===== config.mk =====
export PLATFORM = sky130hd
export DESIGN_NAME = spdif_tx
export DESIGN_NICKNAME = d
export VERILOG_FILES = /design/src/rtl/spdif_tx_pkg.sv /design/src/rtl/spdif_frame_timer.sv /design/src/rtl/spdif_subframe_builder.sv /design/src/rtl/spdif_bmc_encoder.sv /design/src/rtl/spdif_tx.sv
export SDC_FILE = /design/constraint.sdc
export NUM_CORES = 1
export LEC_CHECK = 0
export ABC_AREA = 1
export BUFFER_PORTS_ARGS = -buffer_cell sky130_fd_sc_hd__buf_2
export CAP_MARGIN = 25
export CORE_ASPECT_RATIO = 1.1
export CORE_MARGIN = 1.5
export CORE_UTILIZATION = 50
export DETAILED_ROUTE_END_ITERATION = 8
export GPL_TIMING_DRIVEN = 0
export PLACE_DENSITY = 0.71
export SETUP_SLACK_MARGIN = 0.5
export SLEW_MARGIN = 20
export SYNTH_ARGS = -nofsm -noshare
export SYNTH_HDL_FRONTEND = slang
export SYNTH_SLANG_ARGS = --single-unit

===== constraint.sdc =====
create_clock -name clk -period 6.1 [get_ports clk]
set_input_delay 0.305 -clock clk [delete_from_list [all_inputs] [get_ports clk]]
set_output_delay 0.305 -clock clk [all_outputs]
set_load 0.01 [all_outputs]

===== src/rtl/spdif_tx_pkg.sv =====
package spdif_tx_pkg;

  localparam int AUDIO_W   = 16;
  localparam int SLOT_N    = 32;
  localparam int CELL_N    = 2 * SLOT_N;
  localparam int CODED_N   = SLOT_N - 4;
  localparam int AUDIO_LO  = 12;

  typedef enum logic [1:0] {
    SYNC_BLOCK = 2'd0,
    SYNC_LEFT  = 2'd1,
    SYNC_RIGHT = 2'd2
  } sync_kind_t;

  // Eight raw cells, first cell in bit 7, for a line resting low.
  function automatic logic [7:0] sync_cells(input sync_kind_t k);
    case (k)
      SYNC_BLOCK: sync_cells = 8'b1110_1000;
      SYNC_LEFT:  sync_cells = 8'b1110_0010;
      default:    sync_cells = 8'b1110_0100;
    endcase
  endfunction

endpackage


===== src/rtl/spdif_frame_timer.sv =====
module spdif_frame_timer #(
  parameter int CELL_DIV  = 3,
  parameter int CS_FRAMES = 192,
  parameter int U_FRAMES  = 588,
  localparam int CS_W = $clog2(CS_FRAMES),
  localparam int U_W  = $clog2(U_FRAMES)
) (
  input  logic            clk,
  input  logic            rst_n,
  input  logic            run,
  output logic            cell_en,
  output logic [5:0]      cell_idx,
  output logic            chan,
  output logic [CS_W-1:0] cs_idx,
  output logic [U_W-1:0]  u_idx,
  output logic            frame_load
);

  logic frame_end;

  generate
    if (CELL_DIV > 1) begin : g_div
      localparam int DIV_W = $clog2(CELL_DIV);
      logic [DIV_W-1:0] div_q;

      always_ff @(posedge clk or negedge rst_n) begin
        if (!rst_n)                               div_q <= '0;
        else if (!run)                            div_q <= '0;
        else if (div_q == DIV_W'(CELL_DIV - 1))   div_q <= '0;
        else                                      div_q <= div_q + 1'b1;
      end

      assign cell_en = run && (div_q == DIV_W'(CELL_DIV - 1));

      AST_CELL_GAP: assert property (@(posedge clk) disable iff (!rst_n)
        cell_en |=> !cell_en);
    end else begin : g_nodiv
      assign cell_en = run;
    end
  endgenerate

  assign frame_end  = cell_en && (cell_idx == 6'd63) && chan;
  assign frame_load = cell_en && (cell_idx == 6'd0) && !chan;

  always_ff @(posedge clk or negedge rst_n) begin
    if (!rst_n) begin
      cell_idx <= '0;
      chan     <= 1'b0;
      cs_idx   <= '0;
      u_idx    <= '0;
    end else if (!run) begin
      cell_idx <= '0;
      chan     <= 1'b0;
      cs_idx   <= '0;
      u_idx    <= '0;
    end else if (cell_en) begin
      cell_idx <= cell_idx + 1'b1;
      if (cell_idx == 6'd63) chan <= ~chan;
      if (frame_end) begin
        cs_idx <= (cs_idx == CS_W'(CS_FRAMES - 1)) ? '0 : cs_idx + 1'b1;
        u_idx  <= (u_idx == U_W'(U_FRAMES - 1))    ? '0 : u_idx + 1'b1;
      end
    end
  end

  AST_CS_WRAP: assert property (@(posedge clk) disable iff (!rst_n)
    (run && frame_end && cs_idx == CS_W'(CS_FRAMES - 1)) |=> (cs_idx == '0));
  AST_U_RANGE: assert property (@(posedge clk) disable iff (!rst_n)
    u_idx < U_W'(U_FRAMES));

endmodule


===== src/rtl/spdif_subframe_builder.sv =====
module spdif_subframe_builder
  import spdif_tx_pkg::*;
#(
  parameter int       CS_FRAMES = 192,
  parameter int       U_FRAMES  = 588,
  parameter bit [7:0] CAT_CODE  = 8'h82,
  localparam int CS_W = $clog2(CS_FRAMES),
  localparam int U_W  = $clog2(U_FRAMES)
) (
  input  logic               chan,
  input  logic [CS_W-1:0]    cs_idx,
  input  logic [U_W-1:0]     u_idx,
  input  logic               copy_q,
  input  logic [AUDIO_W-1:0] left_q,
  input  logic [AUDIO_W-1:0] right_q,
  output sync_kind_t         sync_kind,
  output logic [CODED_N-1:0] coded
);

  logic [AUDIO_W-1:0] audio;
  logic               u_bit;
  logic               c_bit;
  logic [CODED_N-2:0] body;

  always_comb begin
    audio = chan ? right_q : left_q;

    if (chan)                 sync_kind = SYNC_RIGHT;
    else if (cs_idx == '0)    sync_kind = SYNC_BLOCK;
    else                      sync_kind = SYNC_LEFT;

    u_bit = !chan && ((u_idx % U_W'(6)) == '0) && (u_idx >= U_W'(12));

    if (cs_idx == CS_W'(2))
      c_bit = copy_q;
    else if (cs_idx >= CS_W'(8) && cs_idx <= CS_W'(15))
      c_bit = CAT_CODE[cs_idx[2:0]];
    else
      c_bit = 1'b0;

    // body bit k is slot k+4; slot 31 (parity) is appended below
    body = '0;
    body[AUDIO_LO-4 +: AUDIO_W] = audio;
    body[24] = 1'b0;
    body[25] = u_bit;
    body[26] = c_bit;
    coded = {^body, body};
  end

endmodule


===== src/rtl/spdif_bmc_encoder.sv =====
module spdif_bmc_encoder
  import spdif_tx_pkg::*;
(
  input  logic               clk,
  input  logic               rst_n,
  input  logic               run,
  input  logic               cell_en,
  input  logic [5:0]         cell_idx,
  input  sync_kind_t         sync_kind,
  input  logic [CODED_N-1:0] coded,
  output logic               line
);

  logic       line_q;
  logic       lvl_q;
  logic       lvl_now;
  logic [7:0] pat;
  logic [4:0] slot_off;
  logic       slot_bit;
  logic       nxt;

  always_comb begin
    pat      = sync_cells(sync_kind);
    lvl_now  = (cell_idx == 6'd0) ? line_q : lvl_q;
    slot_off = cell_idx[5:1] - 5'd4;
    slot_bit = coded[slot_off];
    if (cell_idx < 6'd8)
      nxt = pat[3'd7 - cell_idx[2:0]] ^ lvl_now;
    else if (!cell_idx[0])
      nxt = ~line_q;
    else
      nxt = line_q ^ slot_bit;
  end

  always_ff @(posedge clk or negedge rst_n) begin
    if (!rst_n) begin
      line_q <= 1'b0;
      lvl_q  <= 1'b0;
    end else if (!run) begin
      line_q <= 1'b0;
      lvl_q  <= 1'b0;
    end else if (cell_en) begin
      line_q <= nxt;
      if (cell_idx == 6'd0) lvl_q <= line_q;
    end
  end

  assign line = line_q;

  AST_IDLE_LOW: assert property (@(posedge clk) disable iff (!rst_n)
    !run |=> !line_q);
  AST_CELL_TOGGLE: assert property (@(posedge clk) disable iff (!rst_n)
    (run && cell_en && cell_idx >= 6'd8 && !cell_idx[0]) |=> (line_q != $past(line_q)));
  AST_SUBFRAME_LEVEL: assert property (@(posedge clk) disable iff (!rst_n)
    (run && cell_en && cell_idx == 6'd63) |=> (line_q == lvl_q));

endmodule


===== src/rtl/spdif_tx.sv =====
module spdif_tx
  import spdif_tx_pkg::*;
#(
  parameter int       CELL_DIV  = 3,
  parameter int       CS_FRAMES = 192,
  parameter int       U_FRAMES  = 588,
  parameter bit [7:0] CAT_CODE  = 8'h82
) (
  input  logic        clk,
  input  logic        rst_n,
  input  logic        en,
  input  logic        copy_ok,
  input  logic        s_valid,
  output logic        s_ready,
  input  logic [15:0] s_left,
  input  logic [15:0] s_right,
  output logic        spdif_out
);

  localparam int CS_W = $clog2(CS_FRAMES);
  localparam int U_W  = $clog2(U_FRAMES);

  logic               cell_en;
  logic [5:0]         cell_idx;
  logic               chan;
  logic [CS_W-1:0]    cs_idx;
  logic [U_W-1:0]     u_idx;
  logic               frame_load;
  logic               take;

  logic               hold_full;
  logic [AUDIO_W-1:0] hold_l, hold_r;
  logic [AUDIO_W-1:0] frame_l, frame_r;
  logic               copy_q;

  sync_kind_t         sync_kind;
  logic [CODED_N-1:0] coded;

  spdif_frame_timer #(
    .CELL_DIV (CELL_DIV),
    .CS_FRAMES(CS_FRAMES),
    .U_FRAMES (U_FRAMES)
  ) u_timer (
    .clk       (clk),
    .rst_n     (rst_n),
    .run       (en),
    .cell_en   (cell_en),
    .cell_idx  (cell_idx),
    .chan      (chan),
    .cs_idx    (cs_idx),
    .u_idx     (u_idx),
    .frame_load(frame_load)
  );

  assign s_ready = en && (!hold_full || frame_load);
  assign take    = s_valid && s_ready;

  always_ff @(posedge clk or negedge rst_n) begin
    if (!rst_n) begin
      hold_full <= 1'b0;
      hold_l    <= '0;
      hold_r    <= '0;
      frame_l   <= '0;
      frame_r   <= '0;
      copy_q    <= 1'b0;
    end else if (!en) begin
      hold_full <= 1'b0;
    end else begin
      if (frame_load) begin
        frame_l <= hold_full ? hold_l : '0;
        frame_r <= hold_full ? hold_r : '0;
        if (cs_idx == '0) copy_q <= copy_ok;
      end
      if (take) begin
        hold_l    <= s_left;
        hold_r    <= s_right;
        hold_full <= 1'b1;
      end else if (frame_load) begin
        hold_full <= 1'b0;
      end
    end
  end

  spdif_subframe_builder #(
    .CS_FRAMES(CS_FRAMES),
    .U_FRAMES (U_FRAMES),
    .CAT_CODE (CAT_CODE)
  ) u_build (
    .chan     (chan),
    .cs_idx   (cs_idx),
    .u_idx    (u_idx),
    .copy_q   (copy_q),
    .left_q   (frame_l),
    .right_q  (frame_r),
    .sync_kind(sync_kind),
    .coded    (coded)
  );

  spdif_bmc_encoder u_enc (
    .clk      (clk),
    .rst_n    (rst_n),
    .run      (en),
    .cell_en  (cell_en),
    .cell_idx (cell_idx),
    .sync_kind(sync_kind),
    .coded    (coded),
    .line     (spdif_out)
  );

  AST_UNDERRUN_ZERO: assert property (@(posedge clk) disable iff (!rst_n)
    (en && frame_load && !hold_full) |=> (frame_l == '0 && frame_r == '0));
  AST_LOAD_DRAINS: assert property (@(posedge clk) disable iff (!rst_n)
    (en && frame_load && !s_valid) |=> !hold_full);
  AST_COPY_STABLE: assert property (@(posedge clk) disable iff (!rst_n)
    (en && !(frame_load && cs_idx == '0)) |=> $stable(copy_q));

endmodule


==> results.md <==
| Metric | This run | Unit |
|:---|:---|:---|
| Average footprint of a synthesized cell | 8.454 | um^2 |
| Number of hold violations in the final report | 0 | - |
| Boundary Pins | 39 | - |
| DIE HEIGHT | 108.7 | um |
| All-layer global routing usage | 21.88 | % |
| Synth area leaders | sky130_fd_sc_hd__dfrtp_1 (47%), sky130_fd_sc_hd__nand2_1 (12%), sky130_fd_sc_hd__mux2_2 (7.1%), sky130_fd_sc_hd__nand3_1 (4.6%), sky130_fd_sc_hd__inv_1 (3.6%) | - |
| Reported max-cap violation count | 0 | - |
| Post-synth EDFFs | 0 | - |
| Proportion of layout cells with a drive suffix above 1 | 17.33 | % |
| Half-perimeter wire length after detailed placement | 8.154 | mm |
| Portion of the clock cycle consumed by the worst path in the final layout | 53.68 | % |
| Post-route standard cell area excluding fillers | 0.005665 | mm^2 |
| Slowest Stage Delay on Critical Path | 450 | ps |
| FFs w/ async S/R, synth | 100.0 | % |
| DR WL/cell | 13.94 | um |
| Yosys synthesis warning count | 0 | - |
| Max Freq | 305.4 | MHz |
| Post-synth net total | 650 | - |
| Slew of the pin with the lowest slew margin | 727.2 | ps |
| GP Congestion | 0.8506 | - |
| Arrival time worst endpoint | 3560 | ps |
| Routed vias/inst | 5.388 | - |
| Overall power | 1.647 | mW |
| Synth unique cells | 37 | - |
| Clock tree sinks | 95 | - |
| CP required | 6390 | ps |
| Crit path capture type | flip-flop | - |
| Core region area | 0.009889 | mm^2 |
| Outcome | finished, final reports clean | - |
| Overflow left after global routing | 0 | - |
| Via count of the first global-routing pass | 4080 | - |
| Most frequent cell on the critical path | sky130_fd_sc_hd__nand2_1 | - |
| Peak ir drop on the vdd network | 0.2042 | mV |
| Drt first-iter violations | 190 | - |
| TritonRoute pass-1 iters | 4 | - |
| H-Tree Level Count | 3 | - |
| Class of the tightest hold or removal check | input port to flip-flop | - |
| Number of instances resized during post-cts repair | 0 | - |
| Summed instance area of the synthesized netlist | 0.005081 | mm^2 |
| Die Wd | 99.12 | um |
| Antenna violations before repair | 0 | - |
| TritonCTS Buffers | 9 | - |
| Cell count after synthesis | 601 | - |
| Site Rows | 38 | - |
| Biggest area consumer among synthesized cells | sky130_fd_sc_hd__dfrtp_1 | - |
| Type of the setup path with the least slack | flip-flop to flip-flop | - |
| Cell area after placement | 0.005460 | mm^2 |
| Buffer type at the clock tree root | sky130_fd_sc_hd__clkbuf_8 | - |
| Number of input and output port buffers inserted | 38 | - |
| Clk Latency, worst-skew pair | 390 | ps |
| First-pass GRT wire length | 18.44 | mm |
| Setup TNS | 0 | ps |
| Leakage Power | 2.736 | nW |
| Largest net degree at the start of global routing | 80 | - |
| Antenna diode count | 0 | - |
| Share of the yosys chip area belonging to registers | 46.79 | % |
| Pins Over Slew Limit | 0 | - |
| Number of setup violations in the final report | 0 | - |
| Setup repair after global routing missed its margin | false | - |
| Worst clock skew | 11.75 | ps |
| Minimum setup slack among reg-to-reg paths | 2830 | ps |
| Remaining routing DRC violations | 0 | - |
| Yosys reg bits | 95 | - |
| Number of filler cells placed in the layout | 876 | - |
| Routed WL | 10.85 | mm |
| Final worst-path setup slack | 2825 | ps |
| Effective utilization at floorplan | 51.38 | % |
| Total via count after detailed routing | 4192 | - |
| Maximum fanout encountered on the critical timing path | 5 | - |
| Fraction of post-synthesis cell area in the top cell type by area | 46.79 | % |
| Kind of start point of the critical path | flip-flop | - |
| Crit-path slowest cell | sky130_fd_sc_hd__dfrtp_1 | - |
| Worst reg-to-reg path cell count | 30 | - |
| Clock tree from TritonCTS | yes | - |
| Count of cells along the worst hold path | 2 | - |
| NumNets Final | 702 | - |
| Layout overhead on the synthesized area | 11.50 | % |
| Max Buffers Root-to-Sink | 2 | - |
| Clock edge transition at the registers on the reported setup and hold paths | 100 | ps |
| Die footprint | 0.01078 | mm^2 |
| Setup slack at placement | 2788 | ps |
| Rel. slew slack | 51.34 | % |
| Time the worst path needs with I/O delays and setup | 3275 | ps |
| Dominant register cell in the synthesized netlist | sky130_fd_sc_hd__dfrtp_1 | - |
| Power Dens Cells | 290.6 | mW/mm^2 |
| Post-Route Hold Slack | 139.5 | ps |
| Antenna Nets Post-Route | 0 | - |
[area by class of cell]
type | instances | area, um^2 | area share (%)
Clock buffer | 9 | 123.9 | 2.186
Inverter | 54 | 202.7 | 3.578
Sequential cell | 95 | 2377 | 41.96
Tap cell | 120 | 150.1 | 2.650
Timing Repair Buffer | 41 | 239.0 | 4.218
Buffer | 22 | 88.84 | 1.568
Clock inverter | 7 | 71.32 | 1.259
Multi-Input combinational cell | 430 | 2412 | 42.58
[report_power, final]
group          switching [mW]  internal [mW]
Clock                   0.232          0.190
Combinational           0.229          0.182
Sequential             0.0708          0.742
[flip-flops by register name (all words and copies together), names as in the netlist]
register             count
copy_q                   1
frame_l                 16
frame_r                 16
hold_full                1
hold_l                  16
hold_r                  16
u_enc.line               1
u_enc.lvl_q              1
u_timer.cell_idx         6
u_timer.chan             1
u_timer.cs_idx           8
u_timer.g_div.div_q      2
u_timer.u_idx           10
[through the flow]
stage          cells  utilization (%)
5_1_grt          778            57.29
3_5_place_dp     761            55.21
6_report         778            57.29
3_3_place_gp     759            54.82
2_1_floorplan    601                -
4_1_cts          778            57.29
[cell families (layout without fill, tap and decap cells)]
logic type | after synthesis | in the layout | share of synthesized area [%]
compound gates | 71 | 71 | 8.151
xor+xnor | 22 | 22 | 3.792
fa+ha+maj | 12 | 12 | 2.955
buf+inv | 76 | 133 | 5.738
flops | 95 | 95 | 46.79
mux | 37 | 37 | 8.077
simple gates | 288 | 288 | 24.50
[critical path: cells and delay by family, from the launching register on]
family	cells	cell delay [ps]
adder cells (fa/ha/maj)	1	230
AO/OA/AOI/OAI	5	650
AND/OR/NAND/NOR	22	1700
flip-flops	1	450
buffers and inverters	2	150
[worst paths after layout]
check,start,to
worst min-delay path,s_right[1],hold_r[1]
worst min register to register,u_timer.g_div.div_q[0],u_timer.g_div.div_q[0]
max in group asynchronous,rst_n,u_timer.cs_idx[7]
worst max register to register,u_timer.u_idx[8],u_enc.line
worst max-delay path,u_timer.u_idx[8],u_enc.line
min in group asynchronous,rst_n,u_enc.line
[cell usage after synthesis, types with 2 or more instances]
cell type	n
sky130_fd_sc_hd__nand2_2	8
sky130_fd_sc_hd__nand3_1	47
sky130_fd_sc_hd__o22ai_1	4
sky130_fd_sc_hd__o21ai_2	4
sky130_fd_sc_hd__nor3_1	16
sky130_fd_sc_hd__nand3_2	6
sky130_fd_sc_hd__o221ai_1	2
sky130_fd_sc_hd__nor2_1	32
sky130_fd_sc_hd__inv_2	3
sky130_fd_sc_hd__dfrtp_1	95
sky130_fd_sc_hd__a31oi_1	5
sky130_fd_sc_hd__inv_1	49
sky130_fd_sc_hd__mux2_2	32
sky130_fd_sc_hd__mux2i_1	5
sky130_fd_sc_hd__clkinv_1	2
sky130_fd_sc_hd__o21ai_0	22
sky130_fd_sc_hd__o21ai_1	2
sky130_fd_sc_hd__xor2_1	16
sky130_fd_sc_hd__a311oi_1	2
sky130_fd_sc_hd__a21oi_1	24
sky130_fd_sc_hd__ha_1	12
sky130_fd_sc_hd__buf_2	2
sky130_fd_sc_hd__buf_1	4
sky130_fd_sc_hd__xnor2_1	6
sky130_fd_sc_hd__clkbuf_1	15
sky130_fd_sc_hd__nand4_1	8
sky130_fd_sc_hd__nand2_1	168
[layout by cell type (no fill, tap or decap), types with 3 or more instances in the layout]
master                       n
sky130_fd_sc_hd__nand2_1   168
sky130_fd_sc_hd__dfrtp_1    95
sky130_fd_sc_hd__inv_1      49
sky130_fd_sc_hd__nand3_1    47
sky130_fd_sc_hd__buf_2      40
sky130_fd_sc_hd__nor2_1     32
sky130_fd_sc_hd__mux2_2     32
sky130_fd_sc_hd__a21oi_1    24
sky130_fd_sc_hd__o21ai_0    22
sky130_fd_sc_hd__nor3_1     16
sky130_fd_sc_hd__xor2_1     16
sky130_fd_sc_hd__clkbuf_1   15
sky130_fd_sc_hd__ha_1       12
sky130_fd_sc_hd__clkbuf_8    9
sky130_fd_sc_hd__nand4_1     8
sky130_fd_sc_hd__nand2_2     8
sky130_fd_sc_hd__nand3_2     6
sky130_fd_sc_hd__xnor2_1     6
sky130_fd_sc_hd__mux2i_1     5
sky130_fd_sc_hd__a31oi_1     5
sky130_fd_sc_hd__buf_1       4
sky130_fd_sc_hd__o21ai_2     4
sky130_fd_sc_hd__o22ai_1     4
sky130_fd_sc_hd__inv_2       3
sky130_fd_sc_hd__clkinv_2    3
[what timing repair did]
item | 4_1_cts | 5_1_grt
endpoints found under the hold margin | 16 | 0
buffers inserted | 0 | 0
hold buffers | 1 | 0
setup endpoints to repair | 0 | 0
[metal layers]
metal	wire length (um)	track usage (%)	up-vias	part of all wire (%)
li1	-	-	2083	-
met1	4786	26.70	1994	44
met2	5346	37.73	85	49
met3	391	4.679	30	3.6
met4	324	9.457	0	3.0
met5	0	0	-	0
(Power assumes the default switching activity.)
